==> src/rtl/eam_pkg.sv <==
package eam_pkg;

    localparam int XW = 32;

    localparam logic [2:0] MODE_IND     = 3'd0;
    localparam logic [2:0] MODE_POSTINC = 3'd1;
    localparam logic [2:0] MODE_PREDEC  = 3'd2;
    localparam logic [2:0] MODE_DISP    = 3'd3;
    localparam logic [2:0] MODE_INDEX   = 3'd4;
    localparam logic [2:0] MODE_ABS     = 3'd5;

    typedef struct packed {
        logic [XW-1:0] offset;
        logic [XW-1:0] delta;
        logic          zero_base;
        logic          wb;
    } eam_plan_t;

    function automatic logic [XW-1:0] size_step(input logic [1:0] sz);
        case (sz)
            2'd0:    size_step = XW'(1);
            2'd1:    size_step = XW'(2);
            default: size_step = XW'(4);
        endcase
    endfunction

    function automatic logic [XW-1:0] sx16(input logic [15:0] v);
        sx16 = {{(XW-16){v[15]}}, v};
    endfunction

    function automatic logic [XW-1:0] sx8(input logic [7:0] v);
        sx8 = {{(XW-8){v[7]}}, v};
    endfunction

endpackage

==> src/rtl/eam_regsel.sv <==
module eam_regsel
    import eam_pkg::*;
#(
    parameter int NREG  = 8,
    localparam int SEL_W = $clog2(NREG)
) (
    input  logic [NREG*XW-1:0] areg_flat,
    input  logic [NREG*XW-1:0] dreg_flat,
    input  logic [SEL_W-1:0]   areg_sel,
    input  logic [SEL_W-1:0]   idx_sel,
    input  logic               idx_is_addr,
    output logic [XW-1:0]      base,
    output logic [XW-1:0]      idx_raw
);
    logic [XW-1:0] a_arr [NREG];
    logic [XW-1:0] d_arr [NREG];

    for (genvar g = 0; g < NREG; g++) begin : g_unpack
        assign a_arr[g] = areg_flat[g*XW +: XW];
        assign d_arr[g] = dreg_flat[g*XW +: XW];
    end

    always_comb begin
        base    = a_arr[areg_sel];
        idx_raw = idx_is_addr ? a_arr[idx_sel] : d_arr[idx_sel];
    end
endmodule

==> src/rtl/eam_offset.sv <==
module eam_offset
    import eam_pkg::*;
(
    input  logic [2:0]    mode,
    input  logic [1:0]    size,
    input  logic [XW-1:0] ext,
    input  logic [XW-1:0] idx_raw,
    input  logic          idx_long,
    output eam_plan_t     plan
);
    logic [XW-1:0] step;
    logic [XW-1:0] idx_val;

    always_comb begin
        step    = size_step(size);
        idx_val = idx_long ? idx_raw : sx16(idx_raw[15:0]);
        plan    = '0;
        case (mode)
            MODE_POSTINC: begin
                plan.delta = step;
                plan.wb    = 1'b1;
            end
            MODE_PREDEC: begin
                plan.offset = -step;
                plan.delta  = -step;
                plan.wb     = 1'b1;
            end
            MODE_DISP:  plan.offset = sx16(ext[15:0]);
            MODE_INDEX: plan.offset = sx8(ext[7:0]) + idx_val;
            MODE_ABS: begin
                plan.offset    = ext;
                plan.zero_base = 1'b1;
            end
            default: plan = '0;
        endcase
    end
endmodule

==> src/rtl/ea_gen.sv <==
module ea_gen
    import eam_pkg::*;
#(
    parameter int ADDR_W = 24,
    parameter int NREG   = 8,
    localparam int SEL_W = $clog2(NREG)
) (
    input  logic                clk,
    input  logic                rst,
    input  logic                req_valid,
    input  logic [2:0]          mode,
    input  logic [1:0]          size,
    input  logic [SEL_W-1:0]    areg_sel,
    input  logic [SEL_W-1:0]    idx_sel,
    input  logic                idx_is_addr,
    input  logic                idx_long,
    input  logic [XW-1:0]       ext,
    input  logic [NREG*XW-1:0]  areg_flat,
    input  logic [NREG*XW-1:0]  dreg_flat,
    output logic                ea_valid,
    output logic [ADDR_W-1:0]   ea,
    output logic                wb_en,
    output logic [SEL_W-1:0]    wb_reg,
    output logic [XW-1:0]       wb_value
);
    logic [XW-1:0] base;
    logic [XW-1:0] idx_raw;
    eam_plan_t     plan;
    logic [XW-1:0] sum;
    logic [XW-1:0] new_reg;

    eam_regsel #(.NREG(NREG)) u_sel (
        .areg_flat   (areg_flat),
        .dreg_flat   (dreg_flat),
        .areg_sel    (areg_sel),
        .idx_sel     (idx_sel),
        .idx_is_addr (idx_is_addr),
        .base        (base),
        .idx_raw     (idx_raw)
    );

    eam_offset u_off (
        .mode     (mode),
        .size     (size),
        .ext      (ext),
        .idx_raw  (idx_raw),
        .idx_long (idx_long),
        .plan     (plan)
    );

    always_comb begin
        sum     = (plan.zero_base ? '0 : base) + plan.offset;
        new_reg = base + plan.delta;
    end

    if (ADDR_W < XW) begin : g_hi
        logic unused_sum_hi;
        assign unused_sum_hi = ^sum[XW-1:ADDR_W];
    end

    always_ff @(posedge clk) begin
        if (rst) begin
            ea_valid <= 1'b0;
            wb_en    <= 1'b0;
            ea       <= '0;
            wb_reg   <= '0;
            wb_value <= '0;
        end else begin
            ea_valid <= req_valid;
            wb_en    <= req_valid & plan.wb;
            if (req_valid) begin
                ea       <= sum[ADDR_W-1:0];
                wb_reg   <= areg_sel;
                wb_value <= new_reg;
            end
        end
    end
endmodule

==> config.mk <==
export PLATFORM = sky130hd
export DESIGN_NAME = ea_gen
export DESIGN_NICKNAME = d
export VERILOG_FILES = /design/src/rtl/eam_pkg.sv /design/src/rtl/eam_regsel.sv /design/src/rtl/eam_offset.sv /design/src/rtl/ea_gen.sv
export SDC_FILE = /design/constraint.sdc
export NUM_CORES = 1
export LEC_CHECK = 0
export BUFFER_PORTS_ARGS = -buffer_cell sky130_fd_sc_hd__buf_2
export CORE_AREA = 5 5 240 242
export DETAILED_ROUTE_END_ITERATION = 7
export DIE_AREA = 0 0 245 247
export PLACE_DENSITY = 0.48
export REMOVE_ABC_BUFFERS = 1
export SKIP_LAST_GASP = 1
export SLEW_MARGIN = 5
export SYNTH_ARGS = -nofsm -noshare
export SYNTH_HDL_FRONTEND = slang
export SYNTH_SLANG_ARGS = --single-unit
==> constraint.sdc <==
create_clock -name clk -period 12.7 [get_ports clk]
set_input_delay 0.635 -clock clk [delete_from_list [all_inputs] [get_ports clk]]
set_output_delay 0.635 -clock clk [all_outputs]
set_load 0.03 [all_outputs]
==> flow_summary.ini <==
[clock_network]
cts_made_buffers = 9
clock_edge_transition_at_the_registers_on_the_reported_setup_and_hold_paths_ns = 0.05
post_cts_buffers = 0
cts.sinks = 61
clock_tree.htree_level_count = 3
cts_repair_resize_count = 0
hold_buffers = 0
clock_tree_from_tritoncts = yes
max-clock-path-buffers = 2
insertion_delay_ns = 0.33
clk_root_buffer_cell = sky130_fd_sc_hd__clkbuf_16

[worst_setup_path]
worst_setup_path_startpoint = idx_sel[0]
cp_data_arrival_time_ns = 7.63
start_kind = input pin
worstReg2RegStart = wb_value[30]
worst-setup-path-type = input pin to flip-flop
rr_worst_depth = 3
data_required_time_at_the_worst_endpoint_ns = 12.90
crit_fanout = 53
timing.critical_path.to_type = flip-flop

[synthesis]
synth.cell_area_um2 = 11400
synth.area.top_cells = sky130_fd_sc_hd__mux4_2 36%, sky130_fd_sc_hd__dfxtp_1 11%, sky130_fd_sc_hd__ha_1 8.6%
yosysSeqAreaShare_pct = 10.7
postSynthRegisterBits = 61
async_reset_ff_share_pct = 0
ys_types = 73
ys_warn_count = 0
postSynthCellCount = 1160
synth_area_per_cell_um2 = 9.81
synthDominantAreaCellType = sky130_fd_sc_hd__mux4_2
synth-edff-count = 0
synthDominantCellAreaShare_pct = 36.0
most_common_flop_cell_mapped_by_yosys = sky130_fd_sc_hd__dfxtp_1
netlist_top_cells_count = 182 x sky130_fd_sc_hd__mux4_2, 90 x sky130_fd_sc_hd__nor2_1, 87 x sky130_fd_sc_hd__a21oi_1
most_repeated_cell_in_the_gate_level_netlist_after_synthesis = sky130_fd_sc_hd__mux4_2

[min_path]
holdPathStages = 2
worst_hold_path_type = flip-flop to flip-flop
hold_path.startpoint = wb_value[28]

[power]
intPower_uw = 745
p_switching_uw = 530
power_dens_cells_nw_per_um2 = 84.4
cell_leakage_power_nw = 6.77
power.share.combinational_pct = 61.7
vdd_ir_drop_max_v = 0.0000641
seqPwrFrac_pct = 18.2
clockPowerShare_pct = 20.1
power.switching_fraction_pct = 41.5

[route]
drc = 0
num_vias = 11900
drtIter0Drc = 518
firstDrtPassIters = 5
via_per_inst = 5.02
final_antenna_net_count = 0
post_drt_wl_per_cell_um = 22.2
totalWireLength_mm = 52.4

[floorplanning]
dieArea_um2 = 60500
io_pins = 621
fp-row-count = 86
fp.coreArea_um2 = 54900
horizontal_die_dimension_um = 245
die_height_um = 247
start_util_pct = 20.7

[job]
max_cap_viol_count = 0

[grt]
grt_max_degree = 70
via_count_of_the_first_global_routing_pass = 12600
grt.overflow.total = 0
grt_antenna_before_repair = 15
grt_first_pass_wirelength_mm = 78.0
track_usage_pct = 16.7

[timing]
max_slew.worst_pin.slew_ns = 1.05
fmax_mhz = 135
slew-limit-headroom_pct = 30.1
hold-worst-slack_ns = 0.450
fin_setup_tns_ns = 0
setup-violations-final = 0
final_max_slew_viol_count = 0
finalWorstPathRequiredPeriod_ns = 7.43
grt_setup_unrepaired = false
hold_violations = 0
layout_worst_path_cycle_share_pct = 58.5
finalClockSkew_ns = 0

[placed_design]
gp_congestion = 0.869
port_buffers = 548
place.detailed.hpwl_mm = 44.3

[finish]
multi_input_comb_area_um2 = 9670
drive_above_1_share_pct = 48.3
num-fill-cells = 5873
nets = 2295
largest_register_ff_count = 32
p_r_area_growth_vs_syn_pct = 32.7
final-seq-area_um2 = 1220

[outcome]
status = completed
[metrics by stage]
step / worst slack (ns) / instances / instance area [µm²] / util, % / total power [mW]
after global routing: 4.60 / 2363 / 15100 / 27.5 / 1.39
after detailed placement: 4.85 / 2347 / 14800 / 27.0 / 1.03
after global placement: 4.97 / 2347 / 14800 / 27.0 / 1.02
after floorplan: 7.19 / 1082 / 11100 / - / 0.741
after CTS: 5.20 / 2361 / 15100 / 27.5 / 1.30
final: 5.27 / 2363 / 15100 / 27.5 / 1.27
[final timing paths]
check / endpoint / slack [ns]
setup / recovery: ea[22] / 5.27
setup reg to reg: wb_value[30] / 11.89
hold / removal: wb_value[28] / 0.45
hold reg to reg: wb_value[28] / 0.45
[worst max-delay path: stages]
cell and delay, ns:
sky130_fd_sc_hd__buf_6 0.43, sky130_fd_sc_hd__buf_4 0.82, sky130_fd_sc_hd__mux4_2 0.61, sky130_fd_sc_hd__mux4_2 0.53, sky130_fd_sc_hd__ha_1 0.38, sky130_fd_sc_hd__a21oi_1 0.23, sky130_fd_sc_hd__a21boi_0 0.12, sky130_fd_sc_hd__a311oi_1 0.81
sky130_fd_sc_hd__o21bai_1 0.11, sky130_fd_sc_hd__a21oi_1 0.22, sky130_fd_sc_hd__xnor2_1 0.14, sky130_fd_sc_hd__o21ai_1 0.08, sky130_fd_sc_hd__a221oi_1 0.31, sky130_fd_sc_hd__ha_1 0.36, sky130_fd_sc_hd__a21o_1 0.19, sky130_fd_sc_hd__a21oi_1 0.13
sky130_fd_sc_hd__o21ai_0 0.12, sky130_fd_sc_hd__or3_1 0.32, sky130_fd_sc_hd__o21ba_1 0.22, sky130_fd_sc_hd__a211o_1 0.30, sky130_fd_sc_hd__o31ai_1 0.25, sky130_fd_sc_hd__xor2_1 0.18, sky130_fd_sc_hd__o21ai_1 0.07
[cells in the final DEF (no fill, tap or decap), drive strengths merged, types with 31 or more instances in the layout]
master	instances
dfxtp	61
buf	561
mux4	185
ha	78
nor2	90
a21o	32
o21ai	55
a21oi	87
nor2b	38
inv	46
mux2i	31
xnor2	36
nand2	74
[power groups by stage]
stage	registers, mW	logic [mW]	clock network, mW
6_report	0.231	0.787	0.257
5_1_grt	0.235	0.874	0.276
4_1_cts	0.232	0.801	0.268
3_5_place_dp	0.236	0.797	0
3_3_place_gp	0.235	0.787	0
2_1_floorplan	0.288	0.453	0
[cell type report]
| cell class | count | area share [%] |
|---|---|---|
| clock inverter | 1 | 0.199 |
| clock buffer | 13 | 1.79 |
| tap | 704 | 5.83 |
| antenna | 2 | 0.0331 |
| multi-input combinational | 974 | 64.0 |
| timing repair buffer | 561 | 18.9 |
| sequential | 61 | 8.08 |
| inverter | 47 | 1.18 |
[kinds of logic (layout without fill, tap and decap cells)]
family	after synthesis	after routing	synth area share [%]
compound gates	292	292	16.6
xor+xnor	48	48	3.76
fa+ha+maj	81	81	9.10
buf+inv	125	622	4.33
flops	61	61	10.7
mux	246	246	42.4
other cells	0	2	0
simple gates	307	307	13.1
[layer usage]
metal	wire, µm	global-route usage, %	up-vias
li1	-	-	5599
met1	21400	20.4	5732
met2	26200	30.2	442
met3	3730	4.43	67
met4	866	2.84	24
met5	162	0	-
No activity file was read; power rests on OpenSTA's default activity.
